**config.mk**
```make
export PLATFORM = sky130hd
export DESIGN_NAME = ir_car_classifier
export DESIGN_NICKNAME = d
export VERILOG_FILES = /design/src/rtl/ir_car_classifier.sv
export SDC_FILE = /design/constraint.sdc
export NUM_CORES = 1
export LEC_CHECK = 0
export ABC_AREA = 1
export BUFFER_PORTS_ARGS = -buffer_cell sky130_fd_sc_hd__buf_2
export CAP_MARGIN = 15
export CORE_ASPECT_RATIO = 1.4
export CORE_MARGIN = 2
export CORE_UTILIZATION = 45
export DETAILED_ROUTE_END_ITERATION = 6
export MAX_ROUTING_LAYER = met4
export PLACE_DENSITY = 0.64
export SLEW_MARGIN = 10
export SYNTH_ARGS = -nofsm -noshare
export SYNTH_HDL_FRONTEND = slang
export SYNTH_SLANG_ARGS = --single-unit
```
**constraint.sdc**
```tcl
create_clock -name clk -period 2.25 [get_ports clk]
set_input_delay 0 -clock clk [delete_from_list [all_inputs] [get_ports clk]]
set_output_delay 0 -clock clk [all_outputs]
set_load 0.1 [all_outputs]
```
**src/rtl/ir_car_classifier.sv**
```systemverilog
module ir_car_classifier #(
  parameter int TS_W     = 16,
  parameter int TICK_DIV = 50
) (
  input  logic       clk,
  input  logic       rst_n,
  input  logic       ir_in,
  input  logic       ack,
  output logic [2:0] car_id,
  output logic       new_id
);

  logic            tick;
  logic [TS_W-1:0] ts, prev_ts, gap;
  logic [2:0]      sy, hit;
  logic            rise, wrap, eval;

  generate
    if (TICK_DIV > 1) begin : g_pre
      localparam int PW = $clog2(TICK_DIV);
      logic [PW-1:0] pre;
      always_ff @(posedge clk) begin
        if (!rst_n || pre == PW'(TICK_DIV - 1)) pre <= '0;
        else                                    pre <= pre + 1'b1;
      end
      assign tick = (pre == PW'(TICK_DIV - 1));
    end else begin : g_nopre
      assign tick = 1'b1;
    end
  endgenerate

  function automatic logic [2:0] classify(input logic [TS_W-1:0] d);
    int unsigned v;
    v = 32'(d);
    if      (v > 54  && v < 74)  return 3'd1;
    else if (v > 118 && v < 138) return 3'd2;
    else if (v > 186 && v < 206) return 3'd3;
    else if (v > 246 && v < 266) return 3'd4;
    else if (v > 310 && v < 330) return 3'd5;
    else if (v > 374 && v < 394) return 3'd6;
    else                         return 3'd0;
  endfunction

  assign rise = sy[1] & ~sy[2];
  assign wrap = tick && (ts == '1);
  assign gap  = ts - prev_ts;
  assign hit  = classify(gap);
  assign eval = rise && (car_id == 3'd0) && (prev_ts < ts);

  always_ff @(posedge clk) begin
    if (!rst_n) begin
      sy      <= '0;
      ts      <= '0;
      prev_ts <= '1;
      car_id  <= '0;
      new_id  <= 1'b0;
    end else begin
      sy     <= {sy[1:0], ir_in};
      new_id <= 1'b0;
      if (tick) ts <= ts + 1'b1;
      if (rise)      prev_ts <= ts;
      else if (wrap) prev_ts <= '1;
      if (eval && hit != 3'd0) begin
        car_id <= hit;
        new_id <= 1'b1;
      end else if (ack) begin
        car_id <= 3'd0;
      end
    end
  end


  hold_chk: assert property (@(posedge clk) disable iff (!rst_n)
    (car_id != 3'd0 && !ack) |=> car_id == $past(car_id));


  ack_clear_chk: assert property (@(posedge clk) disable iff (!rst_n)
    (car_id != 3'd0 && ack) |=> car_id == 3'd0);


  strobe_id_chk: assert property (@(posedge clk) disable iff (!rst_n)
    new_id |-> car_id != 3'd0);


  strobe_single_chk: assert property (@(posedge clk) disable iff (!rst_n)
    new_id |=> !new_id);


  strobe_on_change_chk: assert property (@(posedge clk) disable iff (!rst_n)
    ($past(car_id) == 3'd0 && car_id != 3'd0) |-> new_id);


  id_range_chk: assert property (@(posedge clk) disable iff (!rst_n)
    car_id <= 3'd6);


  capture_chk: assert property (@(posedge clk) disable iff (!rst_n)
    rise |=> prev_ts == $past(ts));


  wrap_poison_chk: assert property (@(posedge clk) disable iff (!rst_n)
    (wrap && !rise) |=> prev_ts == '1);

endmodule

```
; Word-level counts from Yosys, hierarchy flattened
; Cells that the tools add are included.
[totals]
output_inout_bits = 4
in_bits = 4
wordCells = 53
reg_bits = 45
[classes]
n_eq_ne = 2
mux = 11
reduce_logical = 16
order_cmp = 13
n_addsub = 3
n_bitwise = 2
[op_table]
columns = cell, count
row1 = "16-bit by 9-bit less-than comparator with 1-bit output, second input constant", 3
row2 = "16-bit by 8-bit > comparator with 1-bit output, second input constant", 2
row3 = "16-bit by 9-bit > comparator with 1-bit output, second input constant", 2
row4 = "16-bit by 8-bit less-than comparator with 1-bit output, second input constant", 2
row5 = 16-bit 2-to-1 mux, 2
row6 = 3-bit 2-to-1 mux, 8
row7 = "16-bit by 1-bit adder with 16-bit output, second input constant", 1
row8 = "16-bit equality test, second input constant", 1
row9 = "16-bit by 6-bit > comparator with 1-bit output, second input constant", 1
row10 = "16-bit by 7-bit > comparator with 1-bit output, second input constant", 1
row11 = 16-bit less-than comparator, 1
row12 = "16-bit by 7-bit less-than comparator with 1-bit output, second input constant", 1
row13 = 16-bit subtractor, 1
row14 = 1-bit logical AND, 10
row15 = "6-bit by 1-bit adder with 6-bit output, second input constant", 1
row16 = "6-bit equality test, second input constant", 1
row17 = 2-bit nonzero test, 2
row18 = 3-bit zero test, 1
row19 = 3-bit nonzero test, 1
row20 = 1-bit AND, 1
row21 = 1-bit zero test, 1
row22 = 1-bit logical OR, 1
row23 = 1-bit 2-to-1 mux, 1
row24 = 1-bit NOT, 1

; Longest topological paths before layout
; Gate-level depths: netlist of run 1.
[depth]
word_depth = 12
ltp_mapped = 24
mapped_depth_nobuf = 24

; Worst setup path after synthesis of run 1
; OpenSTA, ideal clock, no wires.
[synth_timing]
path_type = flip-flop to flip-flop
startpoint = register ts[0]
endpoint = register car_id[2]
path_stages_with_launch = 22
arrival_time_ps = 2417
setup_slack_ps = -290
t_required_ps = 2127
setup_ps = 123
period_less_slack_ps = 2540
path_cell_list = dfxtp_1 > inv_1 > ha_1 > inv_1 > fa_1 > nand2_1 > a21oi_2 > or2_1 > nand2_2 > nand2_2 > nor2_2 > inv_1 > o21ai_1 > inv_1 > nor2_1 > nand2_1 > nor2_1 > nor2_1 > nand3_1 > nand2_2 > nand3_1 > a21oi_1
[synth_between]
elab_chain_len = 12
word_cells_on_any_way = 31
classes_between = add/sub: 1 / order compare: 13 / mux: 7 / reduce/logical: 10
[synth_rtl]
columns = item, line
row1 = "start, declared", 14  ; logic [TS_W-1:0] ts, prev_ts, gap;
row2 = "start signal, assigned", 60  ; if (tick) ts <= ts + 1'b1;
row3 = 16-bit subtractor, 46  ; assign gap = ts - prev_ts;
row4 = 16-bit by 9-bit > comparator with 1-bit output or 16-bit by 9-bit less-than comparator with 1-bit output (tied branches), 40  ; else if (v > 374 && v < 394) return 3'd6;
row5 = 1-bit logical AND, 40
row6 = 3-bit 2-to-1 mux, 40
row7 = 3-bit 2-to-1 mux, 39  ; else if (v > 310 && v < 330) return 3'd5;
row8 = 3-bit 2-to-1 mux, 38  ; else if (v > 246 && v < 266) return 3'd4;
row9 = 3-bit 2-to-1 mux, 37  ; else if (v > 186 && v < 206) return 3'd3;
row10 = 3-bit 2-to-1 mux, 36  ; else if (v > 118 && v < 138) return 3'd2;
row11 = 3-bit 2-to-1 mux, 35  ; if (v > 54 && v < 74) return 3'd1;
row12 = 3-bit nonzero test, 63  ; if (eval && hit != 3'd0) begin
row13 = 1-bit logical AND, 63
row14 = 3-bit 2-to-1 mux or 2-bit nonzero test (tied branches), n/a
row15 = "end signal, assigned", 64  ; car_id <= hit;
row16 = "end, declared", 9  ; output logic [2:0] car_id,
; Parallel ways exist; a longest one is shown, timed or not.
; A chain may end at the register's enable or synchronous reset.

; Worst setup path in the final report of run 1
[layout_timing]
startpoint = register ts[0]
endpoint = register car_id[0]
; Same word-level chain as after synthesis.

==> run metrics, run 1 <==
status=complete, but fails checks; violated checks=negative setup slack; final WL=10.01 mm; Crit path arrival time=2.98 ns; largest net degree at the start of global routing=26; HP Start=ir_in; DP Worst Slack=-0.4022 ns; Overall Global Routing Usage=0.2418; first-pass GRT wire length=16.28 mm; Clock Latency Late Sink=0.31 ns; net switching power=0.5087 mW; mapped cell area=0.003578 mm2; Net Sw Frac=0.2745; Final ANT Viol Nets=0; part of the power in registers=0.447; dpl hpwl=7.690 mm; clock transition at the registers of the reported paths=0.08 ns; layout cells sized above 1=0.3237; vias per cell=5.032; vias in the first global route=3,828; synth top area cells=dfxtp_1, nand2_1, inv_1; # rows=38; Core ar.=0.007750 mm2; Bufs on Longest Clock Path=2; Worst Setup Start Kind=register; Tcrit/Tclk final=1.221; hold slack=0.4251 ns; port buffer count=7; Slew Viols, Final=0; Crit Path Class=reg -> reg; Synth cell types=39; Ys Warns=0; H-tree Lvls=2; initial antenna violation count=0; Slew @ Worst Pin=0.4955 ns; clk root buf=clkbuf_8; Chip Height=109.5 um; DR vias=3,970; Setup Skew=0.008448 ns; reg2reg start=ts[0]; hold endpoint=sy[0]; DRC Markers=0; Tmin final=2.747 ns; Max Cap Violations=0; Synth area leader=dfxtp_1; sequential share of the synthesized area=0.2517; final worst slack=-0.4972 ns; Final #Nets=712; Cells after Synth=589; flop-to-flop setup slack=-0.50 ns; max_slew headroom=0.6719; CTS tree=done; Synth Register Bits=45; Num CTS Buffers=5; Final setup viols=5; RSZ-0062 raised after global routing=yes; Internal=1.344 mW; 1st-iter DRT viols=155; wire per inst=12.69 um; Hold WC Path Type=in -> reg; Die Wd=79.37 um; die footprint=0.008691 mm2; Final Hold Viols=0; ys flop type=dfxtp_1; pwr/cell area=376.1 mW/mm2; Initial Util=0.4617; Clock Power Share=0.347; TritonCTS Sinks=45; Diodes inserted=0; WP data required=2.49 ns; I/O pin total=8; CP Capture Type=register; Net Count, Synth=613; Fmax=364.0 MHz; RR Endpoint=car_id[0]; Synth-to-Final Area Change=37.69%; worst reg2reg path depth=23; post-synth top area share=0.2517; peak supply drop=0.3633 mV; Fillers=725; GR Overflow Total=0; hold path depth=4; crit path max fanout=3; EDFF count, synth=0; Gate power share=0.205; Syn Area/Cell=6.075 um2; asr flop ratio synth=0; Pre-Repair DR Iteration Count=4; Leak Pwr=2.574 nW; Placer Congestion=0.9381
-- cell type report --
| type | instances | area [um2] | area share |
|---|---|---|---|
| inverter | 114 | 430.4 | 0.08735 |
| tap | 100 | 125.1 | 0.02539 |
| clock inverter | 2 | 37.54 | 0.007618 |
| clock buffer | 6 | 82.58 | 0.01676 |
| sequential | 45 | 908.4 | 0.1844 |
| timing repair buffer | 98 | 780.7 | 0.1585 |
| multi-input combinational | 424 | 2562 | 0.5201 |
-- cell usage in the layout, fill, tap and decap left out, types with 2 or more instances in the layout --
| cell type | Yosys | routed |
|---|---|---|
| a21oi_1 | 22 | 16 |
| a21oi_2 | 2 | 8 |
| and2_1 | 3 | 3 |
| buf_2 | 2 | 7 |
| buf_4 | 1 | 80 |
| buf_6 | 0 | 6 |
| clkbuf_8 | 0 | 6 |
| dfxtp_1 | 45 | 41 |
| dfxtp_2 | 0 | 3 |
| dlygate4sd3_1 | 0 | 3 |
| ha_1 | 19 | 17 |
| ha_4 | 0 | 2 |
| inv_1 | 111 | 104 |
| inv_2 | 2 | 8 |
| nand2_1 | 161 | 148 |
| nand2_2 | 17 | 30 |
| nand3_1 | 47 | 34 |
| nand3_2 | 4 | 16 |
| nand3b_1 | 2 | 2 |
| nand4_1 | 17 | 17 |
| nor2_1 | 54 | 46 |
| nor2_2 | 10 | 15 |
| nor2_4 | 3 | 6 |
| nor3_1 | 12 | 10 |
| nor3_2 | 2 | 2 |
| nor3_4 | 0 | 2 |
| nor4_1 | 3 | 3 |
| o21ai_0 | 10 | 9 |
| o21ai_2 | 0 | 2 |
| o22ai_1 | 16 | 2 |
| o22ai_2 | 0 | 14 |
| o31ai_1 | 2 | 2 |
-- critical path, stage by stage, from the launching register on --
cell and delay, ns:
dfxtp_2 0.33, inv_2 0.06, ha_4 0.12, inv_2 0.04, fa_2 0.42, nand2_2 0.10, nand2_1 0.05, nand3b_1 0.11
nand2_2 0.07, nand2_2 0.08, nand2_1 0.05, nand2_1 0.08, nand2_2 0.07, inv_2 0.07, nand2_2 0.06, nor2_4 0.12
nand4_1 0.17, nand2_1 0.10, nand2_1 0.05, nor2_1 0.08, nand3_1 0.10, nand2_2 0.12, nand3_2 0.08, a21oi_2 0.13
-- how the worst max path moves through the flow --
stage | from | end | cells past startpoint
final | ts[0] | car_id[0] | 23
after global routing | ts[0] | car_id[0] | 23
after CTS | ts[0] | new_id | 22
after detailed placement | prev_ts[6] | new_id | 22
after global placement | prev_ts[10] | new_id | 18
after floorplan | ts[0] | car_id[2] | 21
-- cells in the mapped netlist (3+ instances only) --
master,count
nand3_2,4
o22ai_1,16
clkbuf_1,3
nand4_1,17
inv_1,111
a21oi_1,22
nor3_1,12
ha_1,19
nor4_1,3
and2_1,3
dfxtp_1,45
nor2_2,10
o21ai_0,10
nand2_2,17
nor2_4,3
nand3_1,47
nand2_1,161
nor2_1,54
-- flip-flops by register name, indices dropped and copies added (netlist names) --
name	count
new_id	1
sy	3
ts	16
prev_ts	16
car_id	3
g_pre.pre	6
-- per-stage QoR --
stage / TNS [ns] / std cells / util / total power, mW / instance area (um2)
floorplan: -0.6828 / 589 / - / 1.047 / 3597
global placement: -2.315 / 756 / 0.5467 / 1.150 / 4237
detailed placement: -2.876 / 756 / 0.5467 / 1.155 / 4237
CTS: -2.467 / 781 / 0.6056 / 1.838 / 4693
global route: -3.364 / 789 / 0.6358 / 1.937 / 4927
finish: -1.989 / 789 / 0.6358 / 1.853 / 4927
-- power groups by stage --
stage / combinational, mW / clock [mW] / sequential, mW
2_1_floorplan: 0.201 / 0 / 0.846
3_3_place_gp: 0.305 / 0 / 0.845
3_5_place_dp: 0.309 / 0 / 0.846
4_1_cts: 0.347 / 0.663 / 0.828
5_1_grt: 0.421 / 0.685 / 0.831
6_report: 0.381 / 0.644 / 0.829
-- cell families after synthesis --
kind of cell             Yosys count  synth area share
adder cells (fa/ha/maj)           20           0.07203
flip-flops                        45            0.2517
XOR/XNOR                           2          0.004896
buffers and inverters            120            0.1276
AO/OA/AOI/OAI                     60            0.1018
AND/OR/NAND/NOR                  342            0.4420
-- timing repair --
| action | 4_1_cts | 5_1_grt |
|---|---|---|
| setup endpoints to repair | 22 | 23 |
| buffers inserted | 13 | 9 |
| resized for setup | 40 | 50 |
| cloned | 1 | 0 |
| hold buffers | 3 | 0 |
| endpoints found under the hold margin | 7 | 0 |
| pin swaps | 11 | 39 |
-- per-layer routing --
metal  global-route usage  routed length, um
met5                    -                  0
met2               0.4667               5351
met3              0.02874                164
met1               0.2414               4134
met4               0.1047                365
(Power assumes the default switching activity.)
==> run 2, diff against run 1 <==
PLACE_DENSITY = not set   (was 0.64)
PLACE_DENSITY_LB_ADDON = 0.2   (was not set)
clock period = 2.64 ns   (was 2.25 ns; I/O delays follow)
==> run metrics, run 2 (same netlist as run 1, synthesis figures left out) <==
Bufs on Longest Clock Path=2 (unchanged); largest net degree at the start of global routing=34 (+31%); wire per inst=12.89 um (+1.6%); Clock Latency Late Sink=0.31 ns (about the same); clk root buf=clkbuf_8; total area of sequential cells=904.6 um2 (-0.41%); Sum Neg Setup Slack=-0.2763 ns (+1.713 ns); Final ANT Viol Nets=0 (unchanged); Pre-Repair DR Iteration Count=6 (+2); Diodes inserted=0 (unchanged); port buffer count=7 (unchanged); Worst path max stage delay=0.36 ns (-0.06 ns); hold slack=0.1522 ns (-0.2729 ns); most frequent cells in the layout=nand2_1, inv_1, nor2_1, nand3_1, dfxtp_1; Final #Nets=653 (-8.3%); CP dominant cell by count=nand2_2; GR Overflow Total=0 (unchanged); Setup Skew=0.01185 ns (+0.003406 ns); final worst slack=-0.07195 ns (+0.4252 ns); layout cells sized above 1=0.2143 (-0.1094); crit path max fanout=5 (+2); fin cells=730 (-7.5%); Synth-to-Final Area Change=20.31%; Core ar.=0.007750 mm2 (unchanged); first-pass GRT wire length=15.66 mm (-3.9%); Overall Global Routing Usage=0.2340 (-0.007782); I/O pin total=8 (unchanged); Slew @ Worst Pin=0.5963 ns (+0.1007 ns); met2 Usage GRT=0.4377 (-0.02906); Placer Congestion=0.8560 (-8.8%); most common cell after layout, fill and taps aside=nand2_1; # rows=38 (unchanged); GR Util met1=0.2444 (+0.003043); Slowest cell on crit path=fa_2; H-tree Lvls=2 (unchanged); Final setup viols=4 (-1); DRC Markers=0 (unchanged); DR vias=3,744 (-5.7%); final WL=9.413 mm (-6.0%); CTS tree=done; dpl hpwl=7.375 mm (-4.1%); Tcrit/Tclk final=1.027 (-0.1937); Tmin final=2.712 ns (-0.03524 ns); Hold WC Path Type=in -> reg; max_slew headroom=0.6025 (-0.06943); peak supply drop=0.2845 mV (-22%); pwr/cell area=369.2 mW/mm2 (-1.8%); GRT Max-Usage Layer=met2; Die Wd=79.37 um (unchanged); CP Capture Type=register; Design Power=1.590 mW (-14%); Final Hold Viols=0 (unchanged); largest registers=prev_ts x16, ts x16, g_pre.pre x6; Crit path arrival time=2.90 ns (-0.08 ns); vias per cell=5.129 (+1.9%); vias in the first global route=3,678 (-3.9%); dpl cells=717 (-5.2%); Max Cap Violations=0 (unchanged); Chip Height=109.5 um (unchanged); violated checks=negative setup slack; Fmax=368.7 MHz (+1.3%); WP data required=2.83 ns (+0.34 ns); Multi-input gate area=0.002421 mm2 (-5.5%); Worst Setup Start Kind=register; clock transition at the registers of the reported paths=0.09 ns (about the same); Num CTS Buffers=5 (unchanged); CP Cell Sequence=inv_2, ha_4, inv_2, fa_2, nand2_2, nand2_1, nand3b_1, nand2_1, nand2_2, nand2_1, nand2_1, nand2_2, nor2_2, nand2_2, nor2_4, buf_4, nand3_1, nor2_2, nor2_2, nand3_2, nand2_2, nand3_2, a21oi_2; met3 GRT Util=0.02956 (+0.0008210); die footprint=0.008691 mm2 (unchanged); initial antenna violation count=0 (unchanged); TritonCTS Sinks=45 (unchanged); Initial Util=0.4617 (unchanged); 1st-iter DRT viols=136 (-12%); Crit Path Class=reg -> reg; Fillers=786 (+8.4%); Slew Viols, Final=0 (unchanged); RSZ-0062 raised after global routing=yes; status=complete, but fails checks; Leak Pwr=2.160 nW (-16%)
## run 2: area by class of cell
type                            count  share of cell area
Clock buffer                        5             0.01598
Clock inverter                      3             0.01511
Inverter                          114             0.09939
Multi-Input combinational cell    424              0.5623
Sequential cell                    45              0.2101
Tap cell                          100             0.02906
Timing Repair Buffer               39             0.06800
## run 2: worst paths after layout
| check | slack (ns) | endpoint | cells past startpoint | from |
|---|---|---|---|---|
| setup reg to reg | -0.07 | car_id[2] | 23 | ts[0] |
| setup / recovery | -0.07 | car_id[2] | 23 | ts[0] |
| hold / removal | 0.15 | prev_ts[0] | 2 | rst_n |
| hold reg to reg | 0.42 | sy[1] | 2 | sy[0] |
## run 2: power breakdown
| part | internal, mW | switching, mW |
|---|---|---|
| registers | 0.696 | 0.0120 |
| logic | 0.100 | 0.160 |
| clock network | 0.376 | 0.246 |
| total | 1.17 | 0.417 |
## run 2: stage by stage
step	util	cell area [um2]	setup WS, ns
3_5_place_dp	0.5065	3925	-0.1295
6_report	0.5555	4305	-0.07195
5_1_grt	0.5555	4305	-0.2670
3_3_place_gp	0.5065	3925	-0.05876
4_1_cts	0.5328	4129	-0.02775
2_1_floorplan	-	3578	0.1000
## run 2: critical path, delay by kind of cell, from the launching register on
kind | cells | cell delay (ns)
buffers and inverters | 3 | 0.25
AND/OR/NAND/NOR | 17 | 1.47
flip-flops | 1 | 0.33
AO/OA/AOI/OAI | 1 | 0.05
adder cells (fa/ha/maj) | 2 | 0.49
## run 2: routing by layer
| layer | vias up | part of all wire |
|---|---|---|
| met5 | - | 0 |
| met3 | 18 | 0.031 |
| met1 | 1709 | 0.40 |
| li1 | 1958 | - |
| met2 | 59 | 0.54 |
| met4 | 0 | 0.030 |
## run 2: timing repair
item,in CTS,in global routing
hold buffers,2,0
pin swaps,13,23
gates resized for setup,15,40
setup buffers,1,2
endpoints found under the hold margin,2,0
endpoints found under the setup margin,4,7
==> run 3, diff against run 2 <==
SETUP_SLACK_MARGIN = 0.02   (was not set)
==> run metrics, run 3 (same netlist as run 1, synthesis figures left out) <==
# rows=38 (unchanged); Synth-to-Final Area Change=20.38% (about the same); DR vias=3,761 (+0.45%); GR Util met1=0.2454 (+0.001014); Design Power=1.585 mW (-0.28%); pwr/cell area=368.0 mW/mm2 (-0.34%); Final ANT Viol Nets=0 (unchanged); Placer Congestion=0.8560 (unchanged); final worst slack=-0.05680 ns (+0.01515 ns); largest registers=prev_ts x16, ts x16, g_pre.pre x6; Setup Skew=0.01166 ns (-0.0001916 ns); CP Capture Type=register; dpl cells=717 (unchanged); 1st-iter DRT viols=178 (+31%); Diodes inserted=0 (unchanged); dpl hpwl=7.375 mm (unchanged); GRT Max-Usage Layer=met2; vias in the first global route=3,681 (+0.082%); clock transition at the registers of the reported paths=0.09 ns (about the same); worst reg2reg path depth=22 (-4.3%); TritonCTS Sinks=45 (unchanged); Bufs on Longest Clock Path=2 (unchanged); Fillers=783 (-0.38%); met2 Usage GRT=0.4467 (+0.009080); Pre-Repair DR Iteration Count=7 (+1); Final Hold Viols=0 (unchanged); Clock Latency Late Sink=0.31 ns (about the same); met3 GRT Util=0.02709 (-0.002463); I/O pin total=8 (unchanged); clk root buf=clkbuf_8; Crit Path Class=reg -> reg; Num CTS Buffers=5 (unchanged); Tcrit/Tclk final=1.022 (-0.005738); most frequent cells in the layout=nand2_1, inv_1, nor2_1, nand3_1, dfxtp_1; fin cells=729 (-0.14%); die footprint=0.008691 mm2 (unchanged); Final setup viols=4 (unchanged); hold path depth=2 (unchanged); Leak Pwr=2.167 nW (+0.31%); layout cells sized above 1=0.2146 (+0.0003407); Core ar.=0.007750 mm2 (unchanged); GR Overflow Total=0 (unchanged); DRC Markers=0 (unchanged); Overall Global Routing Usage=0.2347 (+0.0007075); H-tree Lvls=2 (unchanged); Max Cap Violations=0 (unchanged); initial antenna violation count=0 (unchanged); Final #Nets=652 (-0.15%); reg2reg start=ts[0]; status=complete, but fails checks; Fmax=370.8 MHz (+0.56%); Critical Path Source=ts[0]; RSZ-0062 raised after global routing=yes; first-pass GRT wire length=15.71 mm (+0.35%); WP data required=2.88 ns (+0.05 ns); Slew Viols, Final=0 (unchanged); max_slew headroom=0.6056 (+0.003116); Worst Setup Start Kind=register; CTS tree=done; Initial Util=0.4617 (unchanged); Die Wd=79.37 um (unchanged); Hold WC Path Type=in -> reg; wire per inst=12.96 um (+0.51%); final WL=9.448 mm (+0.37%); largest net degree at the start of global routing=34 (unchanged); vias per cell=5.159 (+0.59%); violated checks=negative setup slack; Sum Neg Setup Slack=-0.1792 ns (+0.09706 ns); Chip Height=109.5 um (unchanged); most common cell after layout, fill and taps aside=nand2_1; total area of sequential cells=905.9 um2 (+0.14%); Tmin final=2.697 ns (-0.01515 ns); crit path max fanout=3 (-2); Crit path arrival time=2.93 ns (+0.03 ns); port buffer count=7 (unchanged); peak supply drop=0.2838 mV (-0.25%); DP Worst Slack=-0.1295 ns (unchanged); Slew @ Worst Pin=0.5916 ns (-0.004674 ns); HP Start=rst_n; Multi-input gate area=0.002430 mm2 (+0.36%)
run 3: cell types whose count changed in the layout (fill, tap and decap cells not counted), sizes merged:
cell and change:
buf -1
run 3: stage by stage:
stage	cell area [um2]	utilization	hold WS, ns
after global routing	4308	0.5559	0.1825
after floorplan	3578	-	0.09763
after CTS	4155	0.5362	0.1551
final	4308	0.5559	0.1488
after detailed placement	3925	0.5065	0.2214
after global placement	3925	0.5065	0.2196
run 3: routing by layer:
| metal | vias up | wire length [um] |
|---|---|---|
| met3 | 22 | 222 |
| met2 | 67 | 4997 |
| li1 | 1954 | - |
| met5 | - | 0 |
| met1 | 1718 | 3901 |
| met4 | 0 | 326 |
run 3: worst paths after layout:
check,endpoint,slack [ns]
worst max-delay path,car_id[0],-0.06
worst min-delay path,prev_ts[1],0.15
worst max register to register,car_id[0],-0.06
worst min register to register,sy[1],0.42
run 3: timing repair:
| item | 4_1_cts | 5_1_grt |
|---|---|---|
| pin swaps | 16 | 15 |
| setup buffers | 1 | 1 |
| endpoints found under the setup margin | 4 | 13 |
| hold endpoints to repair | 2 | 0 |
| hold buffers | 2 | 0 |
| gates resized for setup | 21 | 36 |
run 3: power breakdown:
group	total [mW]	leakage, nW	switching, mW	internal [mW]
logic	0.256	1.73	0.160	0.0967
registers	0.709	0.367	0.0121	0.696
clock network	0.620	0.0681	0.244	0.376
run 3: critical path: stages (launching register included):
cell      delay, ns
dfxtp_2        0.33
inv_2          0.07
ha_4           0.13
inv_2          0.04
fa_2           0.36
nand2_2        0.10
nand2_1        0.05
nand3b_1       0.10
nand2_1        0.09
nand2_2        0.09
nand3_1        0.09
nand2_2        0.10
nor2_2         0.04
nand2_2        0.14
nor2_4         0.06
buf_4          0.13
nand3_1        0.11
nand2_1        0.08
a21oi_2        0.12
nand3_2        0.09
nand2_2        0.09
nand3_2        0.07
a21oi_2        0.14
run 3: final cells by class:
class,instances,share of cell area
tap,100,0.02904
inverter,114,0.09933
sequential,45,0.2103
clock buffer,5,0.01597
timing repair buffer,38,0.06622
clock inverter,3,0.01510
multi-input combinational,424,0.5640
